===== src/rtl/ssp_pkg.sv =====
package ssp_pkg;
  localparam int SSP_WORD_W = 8;
  localparam int SSP_DEPTH  = 8;

  typedef enum logic [1:0] {
    ADDR_DATA = 2'd0,
    ADDR_CTRL = 2'd1,
    ADDR_STAT = 2'd2
  } ssp_addr_e;

  localparam int CTRL_QEN  = 0;
  localparam int CTRL_RIE  = 1;
  localparam int CTRL_FEN  = 2;
  localparam int CTRL_THR  = 4;
  localparam int STAT_FULL = 0;
  localparam int STAT_OVR  = 1;
  localparam int STAT_UND  = 2;
  localparam int STAT_LVL  = 4;
endpackage


===== src/rtl/ssp_edge.sv =====
module ssp_edge (
  input  logic clk,
  input  logic rst_n,
  input  logic sig,
  output logic rise,
  output logic fall
);
  logic sig_q, sig_n;

  always_comb sig_n = sig;

  always_ff @(posedge clk or negedge rst_n)
    if (!rst_n) sig_q <= 1'b0;
    else        sig_q <= sig_n;

  assign rise = sig & ~sig_q;
  assign fall = ~sig & sig_q;
endmodule


===== src/rtl/ssp_tx.sv =====
module ssp_tx #(
  parameter int WORD_W = 8
) (
  input  logic              clk,
  input  logic              rst_n,
  input  logic              bclk_rise,
  input  logic              fs,
  input  logic [WORD_W-1:0] tx_word,
  output logic              start,
  output logic              sdo
);
  localparam int CNT_W = $clog2(WORD_W + 1);

  logic [WORD_W-1:0] sh_q, sh_n;
  logic [CNT_W-1:0]  cnt_q, cnt_n;
  logic              sdo_q, sdo_n;

  always_comb begin
    start = bclk_rise & fs & (cnt_q == '0);
    sh_n  = sh_q;
    cnt_n = cnt_q;
    sdo_n = sdo_q;
    if (start) begin
      sh_n  = tx_word << 1;
      sdo_n = tx_word[WORD_W-1];
      cnt_n = CNT_W'(WORD_W - 1);
    end else if (bclk_rise && cnt_q != '0) begin
      sdo_n = sh_q[WORD_W-1];
      sh_n  = sh_q << 1;
      cnt_n = cnt_q - 1'b1;
    end else if (bclk_rise) begin
      sdo_n = 1'b0;
    end
  end

  always_ff @(posedge clk or negedge rst_n)
    if (!rst_n) begin
      sh_q  <= '0;
      cnt_q <= '0;
      sdo_q <= 1'b0;
    end else begin
      sh_q  <= sh_n;
      cnt_q <= cnt_n;
      sdo_q <= sdo_n;
    end

  assign sdo = sdo_q;

  AST_TX_IDLE_LOW: assert property (@(posedge clk) disable iff (!rst_n)
    (bclk_rise && !fs && cnt_q == '0) |=> !sdo_q);
endmodule


===== src/rtl/ssp_rx.sv =====
module ssp_rx #(
  parameter int WORD_W = 8
) (
  input  logic              clk,
  input  logic              rst_n,
  input  logic              bclk_fall,
  input  logic              fs,
  input  logic              sdi,
  output logic              done,
  output logic [WORD_W-1:0] word
);
  localparam int CNT_W = $clog2(WORD_W);

  logic [WORD_W-1:0] sh_q, sh_n;
  logic [CNT_W-1:0]  cnt_q, cnt_n;
  logic              take;

  always_comb begin
    take  = bclk_fall & fs;
    word  = {sh_q[WORD_W-2:0], sdi};
    done  = take & (cnt_q == CNT_W'(WORD_W - 1));
    sh_n  = take ? word : sh_q;
    cnt_n = cnt_q;
    if (take) cnt_n = done ? '0 : cnt_q + 1'b1;
  end

  always_ff @(posedge clk or negedge rst_n)
    if (!rst_n) begin
      sh_q  <= '0;
      cnt_q <= '0;
    end else begin
      sh_q  <= sh_n;
      cnt_q <= cnt_n;
    end

  AST_RX_HOLD_OUT_OF_FRAME: assert property (@(posedge clk) disable iff (!rst_n)
    !fs |=> $stable(cnt_q));
endmodule


===== src/rtl/ssp_rxq.sv =====
module ssp_rxq #(
  parameter int WORD_W = 8,
  parameter int DEPTH  = 8,
  localparam int PW    = $clog2(DEPTH),
  localparam int LVL_W = $clog2(DEPTH + 1)
) (
  input  logic              clk,
  input  logic              rst_n,
  input  logic              q_en,
  input  logic [PW-1:0]     thr_m1,
  input  logic              done,
  input  logic [WORD_W-1:0] word,
  input  logic              pop_req,
  input  logic              ovr_clr,
  output logic [WORD_W-1:0] head,
  output logic [LVL_W-1:0]  level,
  output logic              full,
  output logic              ovr
);
  logic [WORD_W-1:0] mem [DEPTH];
  logic [PW-1:0]     wptr_q, wptr_n, rptr_q, rptr_n;
  logic [LVL_W-1:0]  lvl_q, lvl_n, lvl_eff, cap;
  logic              ovr_q, ovr_n, pop, accept;

  always_comb begin
    cap     = q_en ? (LVL_W'(thr_m1) + 1'b1) : LVL_W'(1);
    pop     = pop_req & (lvl_q != '0);
    lvl_eff = lvl_q - LVL_W'(pop);
    accept  = done & (lvl_eff < cap);
    lvl_n   = lvl_eff + LVL_W'(accept);
    wptr_n  = wptr_q;
    rptr_n  = rptr_q;
    if (accept) wptr_n = (wptr_q == PW'(DEPTH - 1)) ? '0 : wptr_q + 1'b1;
    if (pop)    rptr_n = (rptr_q == PW'(DEPTH - 1)) ? '0 : rptr_q + 1'b1;
    ovr_n   = (done & ~accept) | (ovr_q & ~ovr_clr);
  end

  always_ff @(posedge clk or negedge rst_n)
    if (!rst_n) begin
      wptr_q <= '0;
      rptr_q <= '0;
      lvl_q  <= '0;
      ovr_q  <= 1'b0;
    end else begin
      wptr_q <= wptr_n;
      rptr_q <= rptr_n;
      lvl_q  <= lvl_n;
      ovr_q  <= ovr_n;
    end

  always_ff @(posedge clk)
    if (accept) mem[wptr_q] <= word;

  assign head  = mem[rptr_q];
  assign level = lvl_q;
  assign full  = q_en & (lvl_q >= cap);
  assign ovr   = ovr_q;

  AST_LEVEL_BOUND: assert property (@(posedge clk) disable iff (!rst_n)
    lvl_q <= LVL_W'(DEPTH));
  AST_LEVEL_MOVES_ON_ACCESS: assert property (@(posedge clk) disable iff (!rst_n)
    (!done && !pop_req) |=> $stable(lvl_q));
  AST_OVR_NEEDS_WORD: assert property (@(posedge clk) disable iff (!rst_n)
    $rose(ovr_q) |-> $past(done));
  AST_FULL_HAS_DATA: assert property (@(posedge clk) disable iff (!rst_n)
    full |-> (lvl_q != '0));
endmodule


===== src/rtl/ssp_port.sv =====
module ssp_port
  import ssp_pkg::*;
#(
  parameter int WORD_W = SSP_WORD_W,
  parameter int DEPTH  = SSP_DEPTH,
  localparam int PW    = $clog2(DEPTH),
  localparam int LVL_W = $clog2(DEPTH + 1)
) (
  input  logic              clk,
  input  logic              rst_n,
  input  logic              host_wr,
  input  logic              host_rd,
  input  logic [1:0]        host_addr,
  input  logic [WORD_W-1:0] host_wdata,
  output logic [WORD_W-1:0] host_rdata,
  input  logic              bclk,
  input  logic              fsync,
  input  logic              sdi,
  output logic              sdo,
  output logic              irq
);
  logic              bclk_rise, bclk_fall, tx_start, rx_done, q_full, q_ovr;
  logic [WORD_W-1:0] rx_word, rx_head;
  logic [LVL_W-1:0]  q_level;
  logic [WORD_W-1:0] hold_q, hold_n, ctrl_q, ctrl_n, stat;
  logic              fresh_q, fresh_n, und_q, und_n;
  logic              wr_data, wr_ctrl, wr_stat, rd_data;

  ssp_edge u_edge (.clk(clk), .rst_n(rst_n), .sig(bclk), .rise(bclk_rise), .fall(bclk_fall));

  ssp_tx #(.WORD_W(WORD_W)) u_tx (
    .clk(clk), .rst_n(rst_n), .bclk_rise(bclk_rise), .fs(fsync),
    .tx_word(hold_q), .start(tx_start), .sdo(sdo));

  ssp_rx #(.WORD_W(WORD_W)) u_rx (
    .clk(clk), .rst_n(rst_n), .bclk_fall(bclk_fall), .fs(fsync),
    .sdi(sdi), .done(rx_done), .word(rx_word));

  ssp_rxq #(.WORD_W(WORD_W), .DEPTH(DEPTH)) u_rxq (
    .clk(clk), .rst_n(rst_n), .q_en(ctrl_q[CTRL_QEN]),
    .thr_m1(ctrl_q[CTRL_THR +: PW]), .done(rx_done), .word(rx_word),
    .pop_req(rd_data), .ovr_clr(wr_stat & host_wdata[STAT_OVR]),
    .head(rx_head), .level(q_level), .full(q_full), .ovr(q_ovr));

  always_comb begin
    wr_data = host_wr & (host_addr == ADDR_DATA);
    wr_ctrl = host_wr & (host_addr == ADDR_CTRL);
    wr_stat = host_wr & (host_addr == ADDR_STAT);
    rd_data = host_rd & (host_addr == ADDR_DATA);
    hold_n  = wr_data ? host_wdata : hold_q;
    ctrl_n  = wr_ctrl ? host_wdata : ctrl_q;
    fresh_n = wr_data | (fresh_q & ~tx_start);
    und_n   = (tx_start & ~fresh_q) | (und_q & ~(wr_stat & host_wdata[STAT_UND]));
  end

  always_ff @(posedge clk or negedge rst_n)
    if (!rst_n) begin
      hold_q  <= '0;
      ctrl_q  <= '0;
      fresh_q <= 1'b0;
      und_q   <= 1'b0;
    end else begin
      hold_q  <= hold_n;
      ctrl_q  <= ctrl_n;
      fresh_q <= fresh_n;
      und_q   <= und_n;
    end

  always_comb begin
    stat = '0;
    stat[STAT_FULL] = q_full;
    stat[STAT_OVR]  = q_ovr;
    stat[STAT_UND]  = und_q;
    stat[STAT_LVL +: LVL_W] = q_level;
    case (host_addr)
      ADDR_DATA: host_rdata = rx_head;
      ADDR_CTRL: host_rdata = ctrl_q;
      ADDR_STAT: host_rdata = stat;
      default:   host_rdata = '0;
    endcase
  end

  assign irq = ctrl_q[CTRL_QEN] & ctrl_q[CTRL_RIE] & ctrl_q[CTRL_FEN] & q_full;

  AST_UNDERRUN_ON_START: assert property (@(posedge clk) disable iff (!rst_n)
    $rose(und_q) |-> $past(tx_start));
  AST_IRQ_NEEDS_LEVEL: assert property (@(posedge clk) disable iff (!rst_n)
    irq |-> (q_level != '0));
endmodule


===== config.mk =====
export PLATFORM = sky130hd
export DESIGN_NAME = ssp_port
export DESIGN_NICKNAME = d
export VERILOG_FILES = /design/src/rtl/ssp_pkg.sv /design/src/rtl/ssp_edge.sv /design/src/rtl/ssp_tx.sv /design/src/rtl/ssp_rx.sv /design/src/rtl/ssp_rxq.sv /design/src/rtl/ssp_port.sv
export SDC_FILE = /design/constraint.sdc
export NUM_CORES = 1
export LEC_CHECK = 0
export BUFFER_PORTS_ARGS = -buffer_cell sky130_fd_sc_hd__buf_2
export CAP_MARGIN = 20
export CORE_ASPECT_RATIO = 1.1
export CORE_UTILIZATION = 55
export CTS_CLUSTER_DIAMETER = 30
export CTS_CLUSTER_SIZE = 8
export DETAILED_ROUTE_END_ITERATION = 10
export GPL_ROUTABILITY_DRIVEN = 0
export PLACE_DENSITY = 0.73
export SKIP_LAST_GASP = 1
export SYNTH_ARGS = -nofsm -noshare
export SYNTH_HDL_FRONTEND = slang
export SYNTH_HIERARCHICAL = 1
export SYNTH_SLANG_ARGS = --single-unit

===== constraint.sdc =====
create_clock -name clk -period 7.3 [get_ports clk]
set_input_delay 0.73 -clock clk [delete_from_list [all_inputs] [get_ports clk]]
set_output_delay 0.73 -clock clk [all_outputs]
set_load 0.02 [all_outputs]

### Yosys cells after proc, flatten, opt, wreduce, memory -nomap -nowiden

Memory sizes are Yosys's and may differ from the RTL's.
Index checks and enable logic that the tools add are counted.

* output and inout port bits: 10
* bits of input ports: 17
* memory bits (writable): 64
* register bits: 53
* memories: 1
* word-level logic and storage cells: 83

Memories
* u_rxq.mem: depth 8, width 8, read ports 1, clocked after Yosys merged registers in 0, write ports 1, line ssp_rxq.sv:20 `logic [WORD_W-1:0] mem [DEPTH];`

* order comparisons: 2
* mux-type cells: 14
* eq/ne operators: 5
* reduce and logical (&&, ||, !) cells: 7
* add/sub/neg operators: 7
* bitwise operators: 33

Operators with widths (number)
* $pmux 8 s3: 1
* $and 1x1->1: 23
* $mux 8: 2
* $mux 4: 3
* $add 3x1->3 const B: 3
* $eq 3x3->1 const B: 3
* $mux 3: 3
* $reduce_bool 4->1: 2
* $not 1->1: 7
* $mux 1: 5
* $add 3x1->4 const B: 1
* $add 4x1->4: 1
* $ge 4x4->1: 1
* $logic_not 4->1: 1
* $lt 4x4->1: 1
* $sub 4x1->4: 1
* $sub 4x1->4 const B: 1
* $or 1x1->1: 3
* $reduce_bool 3->1: 1
* $eq 2x1->1 const B: 1
* $eq 2x2->1 const B: 1
* $logic_not 2->1: 1
* $reduce_bool 2->1: 1
* $logic_and 1x1->1: 1

### Logic depth before layout (Yosys ltp)

Gate-level depths: netlist of the first run.

* depth after elaboration: 9
* mapped depth: 16
* gate-level depth less buffers: 14

### Hierarchy

The synthesis of the first run kept the hierarchy.

By module, submodules not included
* ssp_rxq: times used 1, cells an instance 183, area an instance 3295.7 um^2, sequential area each 2197.1 um^2
* ssp_port: times used 1, cells an instance 63, area an instance 882.1 um^2, sequential area each 450.4 um^2
* ssp_tx: times used 1, cells an instance 50, area an instance 593.1 um^2, sequential area each 300.3 um^2
* ssp_rx: times used 1, cells an instance 27, area an instance 424.2 um^2, sequential area each 250.2 um^2
* ssp_edge: times used 1, cells an instance 3, area an instance 40.0 um^2, sequential area each 25.0 um^2

### Least setup slack after synthesis of the first run

Ideal clock, no wire load.

* kind: input -> register
* start: input port host_addr[1]
* end: memory u_rxq.mem[6][0], enable pin
* stages on the path: 13
* required time: 6.917 ns
* arrival: 3.677 ns
* library setup time: 0.383 ns
* path slack: 3.240 ns
* path buffers: 2
* path through: clkbuf_1 nor3b_1 o41ai_1 inv_1 ha_1 ha_1 inv_1 ha_1 a211o_1 a221oi_2 nand2_2 buf_6 nor3_1

* word-level cells in the longest chain between the ends: 8

RTL lines
* start, declared: line ssp_port.sv:13 `input logic [1:0] host_addr,`
* $logic_not 2->1: line ssp_port.sv:49 `rd_data = host_rd & (host_addr == ADDR_DATA);`
* $and 1x1->1: line ssp_port.sv:49
* named net rd_data: line ssp_port.sv:27 `logic wr_data, wr_ctrl, wr_stat, rd_data;`
* $and 1x1->1: line ssp_rxq.sv:27 `pop = pop_req & (lvl_q != '0);`
* named net u_rxq.pop: line ssp_rxq.sv:23 `logic ovr_q, ovr_n, pop, accept;`
* $sub 4x1->4: line ssp_rxq.sv:28 `lvl_eff = lvl_q - LVL_W'(pop);`
* $lt 4x4->1: line ssp_rxq.sv:29 `accept = done & (lvl_eff < cap);`
* $and 1x1->1: line ssp_rxq.sv:29
* $mux 1: line ssp_rxq.sv:52 `if (accept) mem[wptr_q] <= word;`
* $mux 1 (implied by the code): line ssp_rxq.sv:52
* end, declared: line ssp_rxq.sv:20

The timed path passes the listed nets, and every way through them passes these cells.

### Final worst setup path of the first run

* start: register u_rxq.lvl_q[2], in the netlist u_rxq/level[2]
* end: memory u_rxq.mem[0][2], enable pin

* word-level cells in the longest chain between the ends: 7

RTL lines
* start, declared: line ssp_rxq.sv:22 `logic [LVL_W-1:0] lvl_q, lvl_n, lvl_eff, cap;`
* start signal, assigned: line ssp_rxq.sv:47 `lvl_q <= lvl_n;`
* $reduce_bool 4->1: line ssp_rxq.sv:27
* $and 1x1->1: line ssp_rxq.sv:27
* named net u_rxq.pop: line ssp_rxq.sv:23
* $sub 4x1->4: line ssp_rxq.sv:28
* $lt 4x4->1: line ssp_rxq.sv:29
* $and 1x1->1: line ssp_rxq.sv:29
* $mux 1: line ssp_rxq.sv:52
* $mux 1 (implied by the code): line ssp_rxq.sv:52

The timed path passes the listed nets, and every way through them passes these cells.

==> out/qor.yml, run 1 <==
run_status:
  outcome: "completed"
routing:
  wl_per_cell_um: 20.2
  first_iter_violations: 151
  num_vias: 2895
  wl_um: 9830
  drc_errors: 0
  firstDrtPassIters: 4
  vias_per_cell: 5.96
  ant_nets: 0
critical_path:
  crit_path_end_kind: "flip-flop"
  slowest_delay_ps: 890
  cp_cell_sequence: "o41ai_1 > inv_1 > ha_1 > ha_1 > inv_1 > ha_1 > a211o_1 > a221oi_2 > nand2_2 > nor4_2"
  r2r_slack_ps: 2870
  r2r-start: "u_rxq/level[2]$_DFF_PN0_"
  cp.arrival_ps: 4560
  slowest_stage: "nor4_2"
  critical_path.most_common_cell: "ha_1"
  critPathMaxFanout: 12
  crit_required_ps: 7430
  rr_endpoint: "u_rxq/mem[0][2]$_DFFE_PP_"
  setup.worst_path.class: "flip-flop to flip-flop"
  r2r_cells: 10
  start_kind: "flip-flop"
floorplanning:
  die-area_um2: 9910
  start_util_pct: 57.8
  core-area_um2: 9050
  row_count: 36
  fp.dieW_um: 95.0
  ioPinCount: 27
  die_h_um: 104
logic_synthesis:
  syn_nets: 362
  syn_avg_cell_area_um2: 16.1
  ys.flop_type: "edfxtp_1"
  ys_seq_area_share_pct: 61.6
  synthArstFlopShare_pct: 44.8
  synth_top_area_cell: "edfxtp_1"
  synthTopCellsByArea: "edfxtp_1 (37%), dfrtp_1 (25%), mux2_2 (7.7%)"
  ys_ff_latch: 116
  syn_inst: 326
  yosysWarnings: 6
  synth_top_area_share_pct: 36.7
  netlist_area_um2: 5240
  synth_edf_count: 64
  ys_types: 57
timing:
  worst_slew_pin_slew_ps: 1100
  setup_slack_ps: 2870
  maxSlewViolCount: 0
  max_freq_ghz: 0.226
  rsz0062_at_grt: "false"
  slew_headroom_pct: 25.8
  finalSetupTns_ps: 0
  setup_viol: 0
  fin_crit_ps: 4430
  skew_ps: 9.04
  fin_crit_sh_pct: 60.7
  hold_viol: 0
cts:
  holdBufCountCts: 0
  cts_root_buffer: "clkbuf_8"
  cts_made_buffers: 17
  cts_tree: "yes"
  htree_levels: 4
  clk_path_buf_depth: 2
  clk_latency_ps: 520
  cts.reportedPaths.clkPinSlew_ps: 60
  cts-resized-gates: 0
  cts_setup_buffers: 0
  clock-sinks: 116
global_route:
  antenna_found_initial: 0
  grt_overflow: 0
  grt_pass1_wl_um: 15700
  grt_max_degree: 53
  grt_pass1_vias: 2853
  grt.total_usage_pct: 22.1
pwr:
  p_leak_nw: 2.42
  powerDensity_nw_per_um2: 393
  ir_worst_vdd_uv: 179
placement:
  port_buffers: 26
  dp_hpwl_um: 6500
  pre_cts_ws_ps: 2590
layout:
  nets: 395
  diodes: 0
  area_delta_synth_final_pct: 16.2
  layout-drive-gt1-share_pct: 35.2
job:
  maxCapViolCount: 0
hold_path:
  min-delay-path-class: "input pin to asynchronous set/reset pin"
[metal layers]
metal	vias up	track usage, %	wire, um
li1	1331	-	-
met5	-	0	0
met1	1488	32.1	4500
met4	0	9.52	81
met3	6	5.04	453
met2	70	31.8	4800
[worst max-delay path, delay by kind of cell, from the launching register on]
kind | cells | cell delay, ps
AOI/OAI and AO/OA | 3 | 1350
and+or+nand+nor | 2 | 1170
adders and majority gates | 3 | 830
DFF | 1 | 440
buffers and inverters | 2 | 260
[where the power goes]
group | switching, W | leakage [nW] | total, W | internal [W]
registers | 0.000159 | 1.20 | 0.000986 | 0.000826
logic | 0.000252 | 0.921 | 0.000569 | 0.000316
clock network | 0.000299 | 0.292 | 0.000839 | 0.000540
[per-stage QoR]
step                cell area (um^2)  hold slack (ps)  total power (W)  util (%)  cells
finish                          6080              334          0.00239      67.2    486
global route                    6080              322          0.00252      67.2    486
CTS                             6050              324          0.00239      66.8    484
detailed placement              5430              437          0.00155      60.0    452
global placement                5430              430          0.00152      60.0    452
floorplan                       5240              416          0.00138         -    326
[final cells by class]
| class | count | area, um^2 |
|---|---|---|
| sequential | 116 | 3220 |
| fill | 610 | 2970 |
| timing repair buffer | 29 | 170 |
| clock buffer | 20 | 478 |
| inverter | 12 | 45.0 |
| clock inverter | 12 | 141 |
| multi-input combinational | 183 | 1880 |
| tap | 114 | 143 |
[registers in the layout (all words and copies together) (netlist names)]
name and flops:
u_rxq/wptr_q 3, u_tx/sdo 1, u_rxq/level 4, hold_q 8, u_edge/sig_q 1, u_rxq/rptr_q 3, u_rxq/ovr 1, und_q 1
fresh_q 1, u_rx/cnt_q 3, u_tx/cnt_q 4, u_rx/sh_q 7, u_tx/sh_q 7, ctrl_q 8, u_rxq/mem 64
[worst max path at each step]
stage	from	to	slack, ps
2_1_floorplan	host_addr[1]	u_rxq/mem[6][0]$_DFFE_PP_	3240
3_3_place_gp	host_addr[0]	u_rxq/mem[6][0]$_DFFE_PP_	2820
3_5_place_dp	host_addr[0]	u_rxq/mem[6][0]$_DFFE_PP_	2590
4_1_cts	u_rxq/level[2]$_DFF_PN0_	u_rxq/mem[6][5]$_DFFE_PP_	2730
5_1_grt	u_rxq/level[2]$_DFF_PN0_	u_rxq/mem[0][0]$_DFFE_PP_	2520
6_report	u_rxq/level[2]$_DFF_PN0_	u_rxq/mem[0][2]$_DFFE_PP_	2870
[cell usage after synthesis (2+ instances only)]
library cell	n
nand2_1	13
nor2b_1	4
a21oi_1	2
clkbuf_1	4
inv_1	12
xnor2_1	2
edfxtp_1	64
dfrtp_1	52
buf_2	3
ha_1	19
buf_6	2
a2bb2oi_1	6
xor2_1	3
mux2_2	36
buf_1	4
o22ai_1	7
mux4_2	16
nor4b_2	2
nand2b_1	2
nor3_1	3
nor2_1	8
a21o_1	6
buf_4	2
and3_2	2
nand3_1	4
o2bb2ai_1	9
mux2i_1	9
[placed cells by master, fill, tap and decap left out, types with 4 or more instances in the layout]
cell type,n
edfxtp_1,64
dfrtp_1,52
mux2_2,36
buf_2,27
ha_1,19
clkbuf_16,18
mux4_2,16
nand2_1,13
inv_1,12
mux2i_1,9
o2bb2ai_1,9
nor2_1,8
o22ai_1,7
a21o_1,6
a2bb2oi_1,6
nor2b_1,4
clkinvlp_4,4
nand3_1,4
[cell families after synthesis]
family	synth area share (%)
mux	16.3
compound gates	6.43
simple gates	7.84
fa+ha+maj	4.54
buf+inv	2.44
flops	61.6
xor+xnor	0.837
(Power assumes the default switching activity.)
==> inputs of run 2 (changes only) <==
PLACE_DENSITY = 0.76   (was 0.73)
clock period = 3.8 ns   (was 7.3 ns; I/O delays follow)
==> out/qor.yml, run 2 (same netlist as run 1, synthesis figures left out) <==
layout:
  nets: 410  # +3.8%
  layout_common_cells: "edfxtp_1 (64), dfrtp_1 (52), mux2_2 (36)"
  area_delta_synth_final_pct: 17.6
  top_register: "u_rxq/mem"
  layout-drive-gt1-share_pct: 36.4  # +1.2 points
  fill_cells: 597  # -2.1%
  diodes: 0  # unchanged
  multi_input_area_um2: 1900  # +0.93%
  layout.cells.most_common: "edfxtp_1"
  design_area_um2: 6160  # +1.2%
  regArea_um2: 3220  # unchanged
  fin_util_pct: 68.0  # +0.82 points
  largest_reg_flops: 64  # unchanged
  reg_top3: "u_rxq/mem: 64 flops, ctrl_q: 8 flops, hold_q: 8 flops"
floorplanning:
  die_h_um: 104  # unchanged
  start_util_pct: 57.8  # unchanged
  row_count: 36  # unchanged
  ioPinCount: 27  # unchanged
  core-area_um2: 9050  # unchanged
  fp.dieW_um: 95.0  # unchanged
  die-area_um2: 9910  # unchanged
routing:
  drc_errors: 0  # unchanged
  firstDrtPassIters: 4  # unchanged
  wl_um: 10200  # +3.4%
  ant_nets: 0  # unchanged
  wl_per_cell_um: 20.3  # +0.32%
  first_iter_violations: 141  # -6.6%
  num_vias: 2931  # +1.2%
  vias_per_cell: 5.85  # -1.8%
timing:
  worst_slew_pin_slew_ps: 804  # -300 ps
  hold_viol: 0  # unchanged
  holdWs_ps: 114  # -219 ps
  fin_crit_sh_pct: 95.9  # +35 points
  skew_ps: 11.1  # +2.08 ps
  slew_headroom_pct: 46.4  # +21 points
  maxSlewViolCount: 0  # unchanged
  fin_crit_ps: 3640  # -787 ps
  setup_viol: 0  # unchanged
  max_freq_ghz: 0.274  # +22%
cts:
  clk_latency_ps: 520  # about the same
  cts.reportedPaths.clkPinSlew_ps: 50  # about the same
  clock-sinks: 116  # unchanged
  cts_made_buffers: 17  # unchanged
  cts_tree: "yes"
  clk_path_buf_depth: 2  # unchanged
  htree_levels: 4  # unchanged
  cts_root_buffer: "clkbuf_8"
critical_path:
  rr_endpoint: "u_rxq/mem[1][7]$_DFFE_PP_"
  r2r_slack_ps: 160  # -2710 ps
  cp.arrival_ps: 3860  # -700 ps
  setup.worst_path.class: "flip-flop to flip-flop"
  critPathMaxFanout: 10  # -2
  r2r_cells: 12  # +2
  crit_required_ps: 4010  # -3420 ps
  start_kind: "flip-flop"
  r2r-start: "u_rxq/level[3]$_DFF_PN0_"
  crit_path_end_kind: "flip-flop"
global_route:
  grt_overflow: 0  # unchanged
  grt_pass1_vias: 3086  # +8.2%
  grt_max_degree: 53  # unchanged
  grt.total_usage_pct: 23.1  # +1.1 points
  grt_pass1_wl_um: 16400  # +4.0%
  antenna_found_initial: 0  # unchanged
pwr:
  ir_worst_vdd_uv: 289  # +62%
  power.total_w: 0.00454  # +90%
  p_leak_nw: 2.48  # +2.6%
  powerDensity_nw_per_um2: 737  # +87%
hold_path:
  min_path_cells: 2
  min_from: "host_wdata[5]"
  min-delay-path-class: "input pin to flip-flop"
  min_to: "ctrl_q[5]$_DFFE_PN0P_"
run_status:
  outcome: "completed"
placement:
  dp_hpwl_um: 6480  # -0.27%
  port_buffers: 26  # unchanged
  post_dp_cell_area_um2: 5540  # +1.9%
job:
  maxCapViolCount: 0  # unchanged
run 2: cell types whose count changed in the layout (fill, tap and decap cells not counted), moves of 2 or more:
cell and delta:
dlygate4sd3_1 +2, clkbuf_16 -2, clkinvlp_4 -2, inv_6 -2
buf_4 +15, clkinv_2 +2, clkbuf_1 +4
run 2: layer usage:
metal	share of wire [%]	GRT usage, %	wire [um]
met5	0	0	0
met4	1.9	9.42	194
met3	3.8	7.60	389
met2	50	35.3	5090
met1	44	30.5	4490
run 2: what timing repair did:
action | in CTS | in global routing
hold buffers | 2 | 0
pin swaps | 1 | 0
gates resized for setup | 0 | 2
setup endpoints to repair | 8 | 40
endpoints found under the hold margin | 51 | 0
setup buffers | 0 | 2
run 2: power breakdown:
part	total, W	switching (W)	leakage [nW]	internal [W]
sequential	0.00187	0.000281	1.20	0.00159
clock	0.00153	0.000521	0.276	0.00101
combinational	0.00114	0.000526	1.00	0.000609
run 2: area by class of cell:
cell class / count / share of cell area [%]
Multi-Input combinational cell: 183 / 30.9
Tap cell: 114 / 2.32
Timing Repair Buffer: 44 / 4.39
Sequential cell: 116 / 52.3
Clock buffer: 22 / 7.19
Clock inverter: 10 / 2.15
Inverter: 12 / 0.731
run 2: worst max path at each step:
| stage | start | end | slack, ps | depth (start not counted) |
|---|---|---|---|---|
| detailed placement | u_rxq/level[2]$_DFF_PN0_ | u_rxq/mem[4][4]$_DFFE_PP_ | 5 | 10 |
| global placement | u_rxq/level[2]$_DFF_PN0_ | u_rxq/mem[4][3]$_DFFE_PP_ | 190 | 10 |
| floorplan | u_rxq/level[3]$_DFF_PN0_ | u_rxq/mem[1][0]$_DFFE_PP_ | -10 | 11 |
| global route | u_rxq/level[3]$_DFF_PN0_ | u_rxq/mem[1][7]$_DFFE_PP_ | -20 | 12 |
| CTS | u_rxq/level[2]$_DFF_PN0_ | u_rxq/mem[3][3]$_DFFE_PP_ | 1 | 10 |
| finish | u_rxq/level[3]$_DFF_PN0_ | u_rxq/mem[1][7]$_DFFE_PP_ | 160 | 12 |
run 2: metrics by stage:
stage	setup WS, ps	TNS (ps)	cells
6_report	155	0	501
5_1_grt	-20.6	-121	501
4_1_cts	0.970	0	499
3_5_place_dp	4.57	0	465
3_3_place_gp	191	0	465
2_1_floorplan	-12.2	-194	326
run 2: critical path, stage by stage (launching register included):
cell and delay [ps]:
dfrtp_1 430, o41ai_2 420, inv_1 130, ha_1 240
ha_1 280, inv_1 60, ha_1 320, a211o_1 280
a221oi_2 380, nand2_4 180, buf_4 190, nor4b_2 220
buf_4 220
==> inputs of run 3 (changes only) <==
ABC_AREA = 1   (was unset)
==> out/qor.yml, run 3 <==
critical_path:
  crit_path_end_kind: "flip-flop"
  rr_endpoint: "u_rxq/mem[1][4]$_DFFE_PP_"
  r2r_cells: 11  # -1
  setup.worst_path.end: "u_rxq/mem[1][4]$_DFFE_PP_"
  slowest_stage: "nor2_2"
  worstSetupStartpoint: "u_rxq/level[2]$_DFF_PN0_"
  start_kind: "flip-flop"
  critPathMaxFanout: 12  # +2
  r2r-start: "u_rxq/level[2]$_DFF_PN0_"
  crit_family: "simple AND/OR/NAND/NOR gates"
  setup.worst_path.class: "flip-flop to flip-flop"
  crit_required_ps: 3970  # -40 ps
  slowest_delay_ps: 450  # +20 ps
  critical_path.most_common_cell: "ha_1"
  r2r_slack_ps: 600  # +440 ps
  cp_cell_sequence: "nor2_1 > a31oi_1 > ha_1 > ha_1 > inv_1 > ha_1 > a21oi_2 > nand2_2 > nand2_4 > nand3_4 > nor2_2"
  critical_path_buf_inv_count: 1  # -3
  cp.depth: 11  # -1
  cp.arrival_ps: 3370  # -490 ps
timing:
  worst_slew_pin_slew_ps: 621  # -183 ps
  slew_headroom_pct: 58.6  # +12 points
  max_freq_ghz: 0.312  # +14%
  fin_crit_ps: 3200  # -442 ps
  skew_ps: 6.06  # -5.06 ps
  maxSlewViolCount: 0  # unchanged
  setup_viol: 0  # unchanged
  hold_viol: 0  # unchanged
  holdWs_ps: 77.5  # -36.5 ps
  finalSetupTns_ps: 0  # unchanged
  rsz0062_at_grt: "false"
  fin_crit_sh_pct: 84.3  # -12 points
floorplanning:
  fp.dieW_um: 97.4  # +2.5%
  row_count: 37  # +2.8%
  die-area_um2: 10400  # +5.1%
  die_h_um: 107  # +2.5%
  core-area_um2: 9540  # +5.3%
  ioPinCount: 27  # unchanged
  start_util_pct: 57.7  # -0.081 points
cts:
  cts_made_buffers: 17  # unchanged
  cts.reportedPaths.clkPinSlew_ps: 60  # about the same
  clock-sinks: 116  # unchanged
  htree_levels: 4  # unchanged
  clk_latency_ps: 520  # about the same
  cts_root_buffer: "clkbuf_8"
  cts_tree: "yes"
  cts-resized-gates: 0  # unchanged
  clk_path_buf_depth: 2  # unchanged
logic_synthesis:
  synth_top_area_cell: "edfxtp_1"
  ys_types: 32  # -44%
  yosysWarnings: 6  # unchanged
  ys_ff_latch: 116  # unchanged
  yosysMostFrequentCell: "nand2_1"
  synth_compound_area_share_pct: 6.59  # +0.16 points
  synth_top_family_by_area: "simple AND/OR/NAND/NOR gates"
  syn_inst: 576  # +77%
  ys_seq_area_share_pct: 58.5  # -3.0 points
  ys.flop_type: "edfxtp_1"
  synthAdderAreaFrac_pct: 4.32  # -0.22 points
  synthTopCellsByCount: "nand2_1 (167), edfxtp_1 (64), nor2_1 (58), dfrtp_1 (52), inv_1 (46)"
  synth_top_area_share_pct: 34.9  # -1.8 points
  synth_edf_count: 64  # unchanged
  synth-simple-area-share_pct: 24.2  # +16 points
  synthTopCellsByArea: "edfxtp_1 (35%), dfrtp_1 (24%), nand2_1 (11%)"
  netlist_area_um2: 5510  # +5.2%
  synthXorXnorAreaFrac_pct: 0.636  # -0.20 points
  synthMuxAreaShare_pct: 0  # -16 points
  syn_avg_cell_area_um2: 9.56  # -40%
  synthArstFlopShare_pct: 44.8  # unchanged
  syn_nets: 612  # +69%
routing:
  wl_per_cell_um: 17.3  # -15%
  firstDrtPassIters: 5  # +1
  wl_met1_um: 5070  # +13%
  dr_wl_met2_um: 6560  # +29%
  ant_nets: 0  # unchanged
  wl_um: 12800  # +26%
  maxUsedRoutingLayer: "met4"
  first_iter_violations: 339  # +140%
  vias_per_cell: 5.61  # -4.1%
  drc_errors: 0  # unchanged
  num_vias: 4145  # +41%
  dr_wl_met3_um: 622  # +60%
pwr:
  p_leak_nw: 2.87  # +16%
  ir_worst_vdd_uv: 479  # +65%
  powerDensity_nw_per_um2: 716  # -2.7%
placement:
  dp_hpwl_um: 8360  # +29%
  dp.cells: 705  # +52%
  port_buffers: 26  # unchanged
layout:
  layout_common_cells: "nand2_1 (167), edfxtp_1 (64), nor2_1 (58)"
  fin_util_pct: 66.8  # -1.2 points
  nets: 645  # +57%
  fill_cells: 727  # +22%
  largest_reg_flops: 64  # unchanged
  area_delta_synth_final_pct: 15.7
  layout-drive-gt1-share_pct: 15.8  # -21 points
  final_cells: 739  # +48%
  layout.cells.most_common: "nand2_1"
  diodes: 0  # unchanged
  reg_top3: "u_rxq/mem: 64 flops, ctrl_q: 8 flops, hold_q: 8 flops"
  top_register: "u_rxq/mem"
global_route:
  grt_pass1_wl_um: 20400  # +25%
  grt.total_usage_pct: 26.4  # +3.3 points
  grt_max_degree: 34  # -36%
  grt_overflow: 0  # unchanged
  antenna_found_initial: 0  # unchanged
  grt_pass1_vias: 4090  # +33%
hold_path:
  min_path_cells: 3  # +1
  min_from: "host_wdata[3]"
  min-delay-path-class: "input pin to flip-flop"
run_status:
  outcome: "completed"
job:
  maxCapViolCount: 0  # unchanged
run 3: changes by cell type after synthesis, moves of 10 or more:
cell	change
nand3_1	+32
nand2_1	+154
mux2_2	-36
inv_1	+34
nand4_1	+10
o21ai_0	+34
mux4_2	-16
nor2_2	+11
nor2_1	+50
run 3: repair_timing:
action	in CTS	in global routing
hold endpoints to repair	25	0
hold buffers	2	0
setup buffers	0	0
run 3: kinds of logic (layout without fill, tap and decap cells):
group,after synthesis,after routing
buffers and inverters,70,116
XOR/XNOR,4,4
flip-flops,116,116
adder cells (fa/ha/maj),19,19
AND/OR/NAND/NOR,301,301
AO/OA/AOI/OAI,66,66
run 3: worst min-delay path: cells and delay by family:
family                 cells  cell delay, ps
AND/OR/NAND/NOR            2              90
buffers and inverters      1             100
run 3: worst min-delay path by stage:
stage,to,slack (ps)
6_report,ctrl_q[3]$_DFFE_PN0P_,80
5_1_grt,ctrl_q[3]$_DFFE_PN0P_,70
4_1_cts,ctrl_q[3]$_DFFE_PN0P_,60
3_5_place_dp,u_edge/sig_q$_DFF_PN0_,440
3_3_place_gp,u_edge/sig_q$_DFF_PN0_,430
2_1_floorplan,ctrl_q[0]$_DFFE_PN0P_,80
run 3: area by class of cell:
type                       count  area, um^2  share of cell area [%]
clock buffer                  17         414                    6.50
clock inverter                15         253                    3.97
inverter                      54         203                    3.18
multi-input combinational    390        1970                    30.9
sequential                   116        3220                    50.6
tap                          117         146                    2.30
timing repair buffer          30         165                    2.59
run 3: per-layer routing:
| layer | track usage (%) | vias to the layer above |
|---|---|---|
| li1 | - | 1971 |
| met4 | 16.2 | 0 |
| met1 | 30.5 | 1960 |
| met5 | 0 | - |
| met3 | 5.54 | 52 |
| met2 | 45.3 | 162 |
run 3: power by group:
group / switching [W] / leakage, nW / internal, W / total, W
Sequential: 0.000212 / 1.24 / 0.00151 / 0.00173
Combinational: 0.000688 / 1.31 / 0.000358 / 0.00105
Clock: 0.000588 / 0.321 / 0.00120 / 0.00179
run 3: through the flow:
step	setup slack [ps]	total power [W]	instance area, um^2
2_1_floorplan	989	0.00246	5510
3_3_place_gp	471	0.00272	5680
3_5_place_dp	373	0.00276	5680
4_1_cts	629	0.00459	6370
5_1_grt	427	0.00478	6370
6_report	597	0.00456	6370
